## config.mk

```make
export PLATFORM = sky130hd
export DESIGN_NAME = mxe_ctrl
export DESIGN_NICKNAME = d
export VERILOG_FILES = /design/src/rtl/mxe_pkg.sv /design/src/rtl/mxe_align.sv /design/src/rtl/mxe_regs.sv /design/src/rtl/mxe_fsm.sv /design/src/rtl/mxe_ctrl.sv
export SDC_FILE = /design/constraint.sdc
export NUM_CORES = 1
export LEC_CHECK = 0
export CAP_MARGIN = 20
export CORE_MARGIN = 2
export CORE_UTILIZATION = 48
export CTS_BUF_LIST = sky130_fd_sc_hd__clkbuf_8 sky130_fd_sc_hd__clkbuf_16
export DETAILED_ROUTE_END_ITERATION = 16
export PLACE_DENSITY = 0.81
export SYNTH_ARGS = -nofsm -noshare
export SYNTH_HDL_FRONTEND = slang
export SYNTH_SLANG_ARGS = --single-unit
export TNS_END_PERCENT = 100
```

## constraint.sdc

```tcl
create_clock -name clk -period 1.56 [get_ports clk]
set_clock_uncertainty 0.05 [all_clocks]
set_input_delay 0.312 -clock clk [delete_from_list [all_inputs] [get_ports clk]]
set_output_delay 0.312 -clock clk [all_outputs]
set_load 0.01 [all_outputs]
```

## src/rtl/mxe_pkg.sv

```systemverilog
package mxe_pkg;

    typedef enum logic [1:0] {
        ST_IDLE = 2'd0,
        ST_WORK = 2'd1,
        ST_HELD = 2'd2,
        ST_OPEN = 2'd3
    } mxe_state_e;

    localparam int OFS_PLAIN = 'h00;
    localparam int OFS_LSIZE = 'h40;
    localparam int OFS_TGT   = 'h44;
    localparam int OFS_PADDR = 'h48;
    localparam int OFS_GO    = 'h4C;
    localparam int OFS_REL   = 'h50;
    localparam int OFS_KILL  = 'h54;
    localparam int OFS_STATE = 'h58;
    localparam int OFS_VER   = 'h5C;

    localparam logic [29:0] VERSION_DEFAULT = 30'd538969635;

endpackage

```

## src/rtl/mxe_align.sv

```systemverilog
module mxe_align #(
    parameter int PADDR_W    = 30,
    parameter int NARROW_LSB = 4,
    parameter int WIDE_LSB   = 5
) (
    input  logic               wide,
    input  logic [PADDR_W-1:0] paddr,
    output logic               aligned
);
    logic narrow_ok;
    logic wide_ok;

    assign narrow_ok = (paddr[NARROW_LSB-1:0] == '0);
    assign wide_ok   = (paddr[WIDE_LSB-1:0] == '0);
    assign aligned   = wide ? wide_ok : narrow_ok;
endmodule

```

## src/rtl/mxe_regs.sv

```systemverilog
module mxe_regs
    import mxe_pkg::*;
#(
    parameter int          ADDR_W   = 8,
    parameter int          DATA_W   = 32,
    parameter int          PT_WORDS = 4,
    parameter int          PADDR_W  = 30,
    parameter logic [29:0] VERSION  = VERSION_DEFAULT
) (
    input  logic                       clk,
    input  logic                       rst_n,
    input  logic                       wr_en,
    input  logic                       rd_en,
    input  logic [ADDR_W-1:0]          addr,
    input  logic [DATA_W-1:0]          wdata,
    input  mxe_state_e                 state_i,
    output logic [DATA_W-1:0]          rd_data,
    output logic [PT_WORDS*DATA_W-1:0] plain,
    output logic                       wide,
    output logic                       dest,
    output logic [PADDR_W-1:0]         paddr,
    output logic                       go_hit,
    output logic                       rel_hit,
    output logic                       kill_hit
);
    localparam int BYTES_W  = $clog2(DATA_W / 8);
    localparam int PT_BYTES = PT_WORDS * (DATA_W / 8);

    logic [DATA_W-1:0] pt_q [PT_WORDS];
    logic              sel_ls, sel_tgt, sel_pa, sel_go, sel_rel, sel_kill, sel_st, sel_ver;
    logic [DATA_W-1:0] rd_next;

    assign sel_ls   = (addr == ADDR_W'(OFS_LSIZE));
    assign sel_tgt  = (addr == ADDR_W'(OFS_TGT));
    assign sel_pa   = (addr == ADDR_W'(OFS_PADDR));
    assign sel_go   = (addr == ADDR_W'(OFS_GO));
    assign sel_rel  = (addr == ADDR_W'(OFS_REL));
    assign sel_kill = (addr == ADDR_W'(OFS_KILL));
    assign sel_st   = (addr == ADDR_W'(OFS_STATE));
    assign sel_ver  = (addr == ADDR_W'(OFS_VER));

    assign go_hit   = wr_en && sel_go   && wdata[0];
    assign rel_hit  = wr_en && sel_rel  && wdata[0];
    assign kill_hit = wr_en && sel_kill && wdata[0];

    generate
        for (genvar w = 0; w < PT_WORDS; w++) begin : g_pt
            localparam int WORD_OFS = OFS_PLAIN + w * (DATA_W / 8);
            logic sel_w;
            assign sel_w = (addr == ADDR_W'(WORD_OFS));
            always_ff @(posedge clk or negedge rst_n) begin
                if (!rst_n) begin
                    pt_q[w] <= '0;
                end else if (wr_en && sel_w) begin
                    pt_q[w] <= wdata;
                end
            end
            assign plain[w*DATA_W +: DATA_W] = pt_q[w];
        end
    endgenerate

    always_ff @(posedge clk or negedge rst_n) begin
        if (!rst_n) begin
            wide  <= 1'b0;
            dest  <= 1'b0;
            paddr <= '0;
        end else if (wr_en) begin
            if (sel_ls)  wide  <= wdata[0];
            if (sel_tgt) dest  <= wdata[0];
            if (sel_pa)  paddr <= wdata[PADDR_W-1:0];
        end
    end

    always_comb begin
        rd_next = '0;
        if (int'(addr) < OFS_PLAIN + PT_BYTES && addr[BYTES_W-1:0] == '0) begin
            for (int w = 0; w < PT_WORDS; w++) begin
                if (int'(addr) == OFS_PLAIN + w * (DATA_W / 8)) rd_next = pt_q[w];
            end
        end else if (sel_ls) begin
            rd_next = DATA_W'(wide);
        end else if (sel_tgt) begin
            rd_next = DATA_W'(dest);
        end else if (sel_pa) begin
            rd_next = DATA_W'(paddr);
        end else if (sel_st) begin
            rd_next = DATA_W'(state_i);
        end else if (sel_ver) begin
            rd_next = DATA_W'(VERSION);
        end
    end

    always_ff @(posedge clk or negedge rst_n) begin
        if (!rst_n) begin
            rd_data <= '0;
        end else if (rd_en) begin
            rd_data <= rd_next;
        end
    end
endmodule

```

## src/rtl/mxe_fsm.sv

```systemverilog
module mxe_fsm
    import mxe_pkg::*;
(
    input  logic       clk,
    input  logic       rst_n,
    input  logic       go_hit,
    input  logic       aligned,
    input  logic       done,
    input  logic       rel_hit,
    input  logic       kill_hit,
    output mxe_state_e state,
    output logic       start,
    output logic       visible
);
    mxe_state_e state_nx;

    always_ff @(posedge clk or negedge rst_n) begin
        if (!rst_n) state <= ST_IDLE;
        else        state <= state_nx;
    end

    always_comb begin
        state_nx = state;
        unique case (state)
            ST_IDLE: if (go_hit && aligned) state_nx = ST_WORK;   // launch
            ST_WORK: if (done)              state_nx = ST_HELD;   // finish
            ST_HELD: begin
                if (kill_hit)               state_nx = ST_IDLE;   // discard
                else if (rel_hit)           state_nx = ST_OPEN;   // expose
            end
            ST_OPEN: if (kill_hit)          state_nx = ST_IDLE;   // discard
            default:                        state_nx = ST_IDLE;
        endcase
    end

    always_ff @(posedge clk or negedge rst_n) begin
        if (!rst_n) begin
            start   <= 1'b0;
            visible <= 1'b0;
        end else begin
            start   <= (state == ST_IDLE) && (state_nx == ST_WORK);
            visible <= (state_nx == ST_OPEN);
        end
    end
endmodule

```

## src/rtl/mxe_ctrl.sv

```systemverilog
module mxe_ctrl
    import mxe_pkg::*;
#(
    parameter int          ADDR_W   = 8,
    parameter int          DATA_W   = 32,
    parameter int          PT_WORDS = 4,
    parameter int          PADDR_W  = 30,
    parameter logic [29:0] VERSION  = VERSION_DEFAULT
) (
    input  logic                       clk,
    input  logic                       rst_n,
    input  logic                       req_valid,
    input  logic                       req_write,
    input  logic [ADDR_W-1:0]          req_addr,
    input  logic [DATA_W-1:0]          req_wdata,
    output logic [DATA_W-1:0]          rd_data,
    output logic                       cph_start,
    output logic                       cph_wide,
    output logic                       cph_dest,
    output logic [PADDR_W-1:0]         cph_addr,
    output logic [PT_WORDS*DATA_W-1:0] cph_plain,
    input  logic                       cph_done,
    output logic                       result_visible
);
    localparam int NARROW_LSB = $clog2(PT_WORDS * DATA_W / 8);
    localparam int WIDE_LSB   = NARROW_LSB + 1;

    mxe_state_e fsm_state;
    logic       wr_en, rd_en;
    logic       go_hit, rel_hit, kill_hit;
    logic       addr_ok;

    assign wr_en = req_valid &&  req_write;
    assign rd_en = req_valid && !req_write;

    mxe_regs #(
        .ADDR_W  (ADDR_W),
        .DATA_W  (DATA_W),
        .PT_WORDS(PT_WORDS),
        .PADDR_W (PADDR_W),
        .VERSION (VERSION)
    ) u_regs (
        .clk     (clk),
        .rst_n   (rst_n),
        .wr_en   (wr_en),
        .rd_en   (rd_en),
        .addr    (req_addr),
        .wdata   (req_wdata),
        .state_i (fsm_state),
        .rd_data (rd_data),
        .plain   (cph_plain),
        .wide    (cph_wide),
        .dest    (cph_dest),
        .paddr   (cph_addr),
        .go_hit  (go_hit),
        .rel_hit (rel_hit),
        .kill_hit(kill_hit)
    );

    mxe_align #(
        .PADDR_W   (PADDR_W),
        .NARROW_LSB(NARROW_LSB),
        .WIDE_LSB  (WIDE_LSB)
    ) u_align (
        .wide   (cph_wide),
        .paddr  (cph_addr),
        .aligned(addr_ok)
    );

    mxe_fsm u_fsm (
        .clk     (clk),
        .rst_n   (rst_n),
        .go_hit  (go_hit),
        .aligned (addr_ok),
        .done    (cph_done),
        .rel_hit (rel_hit),
        .kill_hit(kill_hit),
        .state   (fsm_state),
        .start   (cph_start),
        .visible (result_visible)
    );
endmodule

```

==> run summary <==
The maximum clock frequency came out at 622 MHz. The worst setup path is captured at a flop. The share of synthesized area in the top cell type comes to 0.582. The net count after synthesis is 628. The summed area of non-filler cells in the final layout is 0.0126 mm^2. In the final routed layout, each cell accounts on average for 24.0 um. The top cell family by delay on the critical path is simple AND/OR/NAND/NOR gates. In the final timing run, aggregate negative setup slack is -0.105 ns. OpenSTA, run right after detailed placement, puts the worst setup slack at -1.03 ns. The count of input and output buffers is 238. The final cell count without fillers is 1,134. The worst max-slew margin expressed relative to the limit came out at 0.708. The first-pass GRT wire length came out at 40,300 um. The category of the most critical setup path is in2reg. The number of global-route vias before repair is 6,987.

For this run, the slowest stage of the critical path takes 0.58 ns. The signal on the critical path passes through buf_8 > or4b_4 > or4_4 > o31ai_4 > nor3b_2. Synthesis instantiated 41 different standard cells from the library.

The signed area change from the synthesized netlist to the final layout came out at 49.6%. The clock-pin slew on the worst setup and hold paths is 0.07 ns. The number of enable-type register cells in the synthesized netlist came out at 0. Across all setup checks in the final design, the least slack found is -0.0482 ns. The final reports fail on setup timing.

The critical path arrival is 1.90 ns. The hold slack is 0.337 ns. Setup violations remaining at the end of the flow were counted as 6. The required time of the critical path came out at 1.85 ns.

The routed layout has 6,659 vias. Summing every instance area after synthesis gives 0.00842 mm^2. For this run, the leading register cell type out of synthesis is sky130_fd_sc_hd__dfrtp_1.

The number of warnings issued by yosys is 0. The post-synthesis sequential area ratio came out at 0.582. After synthesis, the cell types taking the most area are sky130_fd_sc_hd__dfrtp_1, sky130_fd_sc_hd__mux2_2, sky130_fd_sc_hd__mux4_2, sky130_fd_sc_hd__a22oi_1, sky130_fd_sc_hd__nand2_1.

The number of nets with antenna violations after routing is 0. Yosys instantiated no cell more often than sky130_fd_sc_hd__dfrtp_1. The count of max-cap constraint violations is 0.

The largest voltage drop on the vdd net is 0.744 mV. The CTS sink count is 196. Using the TritonRoute via totals, the vias-per-cell ratio works out to 5.87. The fraction of the cycle the final worst path needs is 1.03. The transition time of the tightest slew-check pin came out at 0.438 ns.

The worst hold path belongs to the class in2async. The CTS tree is done. The TritonCTS buffer count came out at 17. The die extent in y is 136 um.

The clock insertion delay at the later pin of the skew report came out at 0.43 ns. After synthesis, the most frequently instantiated cells are sky130_fd_sc_hd__dfrtp_1, sky130_fd_sc_hd__mux2_2, sky130_fd_sc_hd__a22oi_1, sky130_fd_sc_hd__nand2_1, sky130_fd_sc_hd__clkbuf_1. After layout, the design draws a total of 10.9 mW. The final critical-path required period came out at 1.61 ns. Along the worst path, the maximum fanout reaches 4. The final weighted congestion in routability-driven placement came out at 0.911. Once placement completed, the tool counted placed cells totaling 1,078. The longest clock path from root to sink contains 2 buffers. The number of levels in the clock H-tree is 4. The areal power density over the cells came out at 862 mW/mm^2. The die outline width is 136 um. The count of TritonRoute iterations in the first routing pass is 6. Counting flops with an async set or reset pin after synthesis yields a share of 1.00. The die outline area came out at 0.0186 mm^2. The slowest stage of the critical path is the sky130_fd_sc_hd__or4b_4 cell. Setup repair after global routing could not meet its margin everywhere.

The final-report max-slew violation count came out at 0. The antenna cell count is 0. The flow ran to the end, but the final reports show violations. Together, buffers and inverters on the worst path number 1. The kind of start point of the critical path is an input pin. The total global-route track usage came out at 0.292. The total wire length is 27,200 um. The number of antenna violations at the first check in global routing came out at 1.

The hold violation count in the final report is 0. The initial core utilization is 0.489. The share of post-route cells with drive strength above 1 is 0.373. CTS placed an instance of sky130_fd_sc_hd__clkbuf_16 at the clock tree root. The mean cell area of the mapped netlist is 14.4 um^2. The HPWL after detailed placement is 18,200 um.

The first routing iteration left 429 violations. The total cell area at the placement stage is 0.0119 mm^2. After global routing the overflow that remains totals 0. The total area inside the core boundary comes to 0.0172 mm^2. Of all cell types, the one taking the most synthesized area is sky130_fd_sc_hd__dfrtp_1. The post-synthesis cell count is 583. The number of standard-cell rows in the floorplan came out at 48. The largest net degree at the start of global routing is 45.

The final-stage net count came out at 941. The utilization of the core after routing is 0.731. For this run, design rule violations remaining after detail routing come to 0. The leakage power summed over all cells came out at 6.86 nW. The top-level port count is 239.

The number of storage elements in the synthesis netlist came out at 196. The final-layout fill cell count is 1,153.
[routing by layer]
layer  up-vias  wire length, um  part of all wire  global-route usage
li1       2806                -                 -                   -
met1      3429            10900              0.40               0.376
met2       366            13600              0.50               0.485
met3        56             2080             0.076              0.0720
met4         2              632             0.023              0.0961
met5         -               19           0.00070                   0
[repair_timing]
item,4_1_cts,5_1_grt
hold buffers,1,0
pin swaps,6,6
setup buffers,15,5
resized for setup,246,33
hold endpoints to repair,36,0
setup endpoints to repair,389,159
cloned,2,5
[cell families (layout without fill, tap and decap cells)]
logic type	after synthesis	after routing	share of synthesized area
compound gates	82	82	0.0716
buf+inv	42	368	0.0212
flops	196	196	0.582
mux	183	183	0.274
simple gates	80	80	0.0507
[final timing paths]
| check | from | endpoint | slack, ns | cells past startpoint |
|---|---|---|---|---|
| worst max-delay path | req_addr[7] | u_fsm.start | -0.05 | 5 |
| worst max register to register | u_regs.paddr[4] | u_fsm.start | -0.05 | 4 |
| worst min register to register | u_regs.rd_data[15] | u_regs.rd_data[15] | 0.46 | 2 |
| worst min-delay path | rst_n | u_regs.plain[37] | 0.34 | 2 |
| max in group asynchronous | rst_n | u_regs.rd_data[17] | 0.53 | 3 |
| min in group clk | req_addr[3] | u_regs.rd_data[1] | 0.37 | 4 |
[layout by cell type, fill, tap and decap left out, drive strengths merged, types with 2 or more instances in the layout]
cell / count
dfrtp: 196
dlygate4sd2: 190
mux2: 160
buf: 99
clkdlybuf4s50: 33
a22oi: 30
nand2: 30
clkbuf: 25
mux4: 22
nor2b: 13
o21ai: 12
a211o: 10
o221ai: 10
nor2: 10
a21oi: 9
clkinv: 7
inv: 6
nand3: 4
nor4: 4
nor3: 4
clkdlybuf4s15: 3
nand2b: 3
or4: 2
nand4: 2
a22o: 2
o21a: 2
bufinv: 2
clkinvlp: 2
nor4bb: 2
nor3b: 2
[area by class of cell]
type	instances	area (um^2)	area share
clock buffer	18	439	0.0349
clock inverter	14	138	0.0109
inverter	3	11.3	0.000894
tap	225	282	0.0223
timing repair buffer	333	3120	0.248
multi-input combinational	345	3700	0.294
sequential	196	4910	0.390
[power by group]
| part | internal, mW | switching (mW) | leakage [nW] |
|---|---|---|---|
| combinational | 0.576 | 0.593 | 3.87 |
| sequential | 5.24 | 0.126 | 2.70 |
| clock | 2.40 | 1.93 | 0.288 |
[worst register-to-register path, stage by stage, from the launching register on]
cell	delay (ns)
sky130_fd_sc_hd__dfrtp_1	0.42
sky130_fd_sc_hd__buf_4	0.16
sky130_fd_sc_hd__a2111o_1	0.40
sky130_fd_sc_hd__o31ai_4	0.27
sky130_fd_sc_hd__nor3b_2	0.22
[state kept, by name, indices dropped and copies added, names as in the netlist]
| signal | flops |
|---|---|
| u_fsm.start | 1 |
| u_regs.paddr | 30 |
| u_regs.dest | 1 |
| u_regs.rd_data | 32 |
| u_fsm.visible | 1 |
| u_fsm.state | 2 |
| u_regs.wide | 1 |
| u_regs.plain | 128 |
No activity file was read; power rests on OpenSTA's default activity.
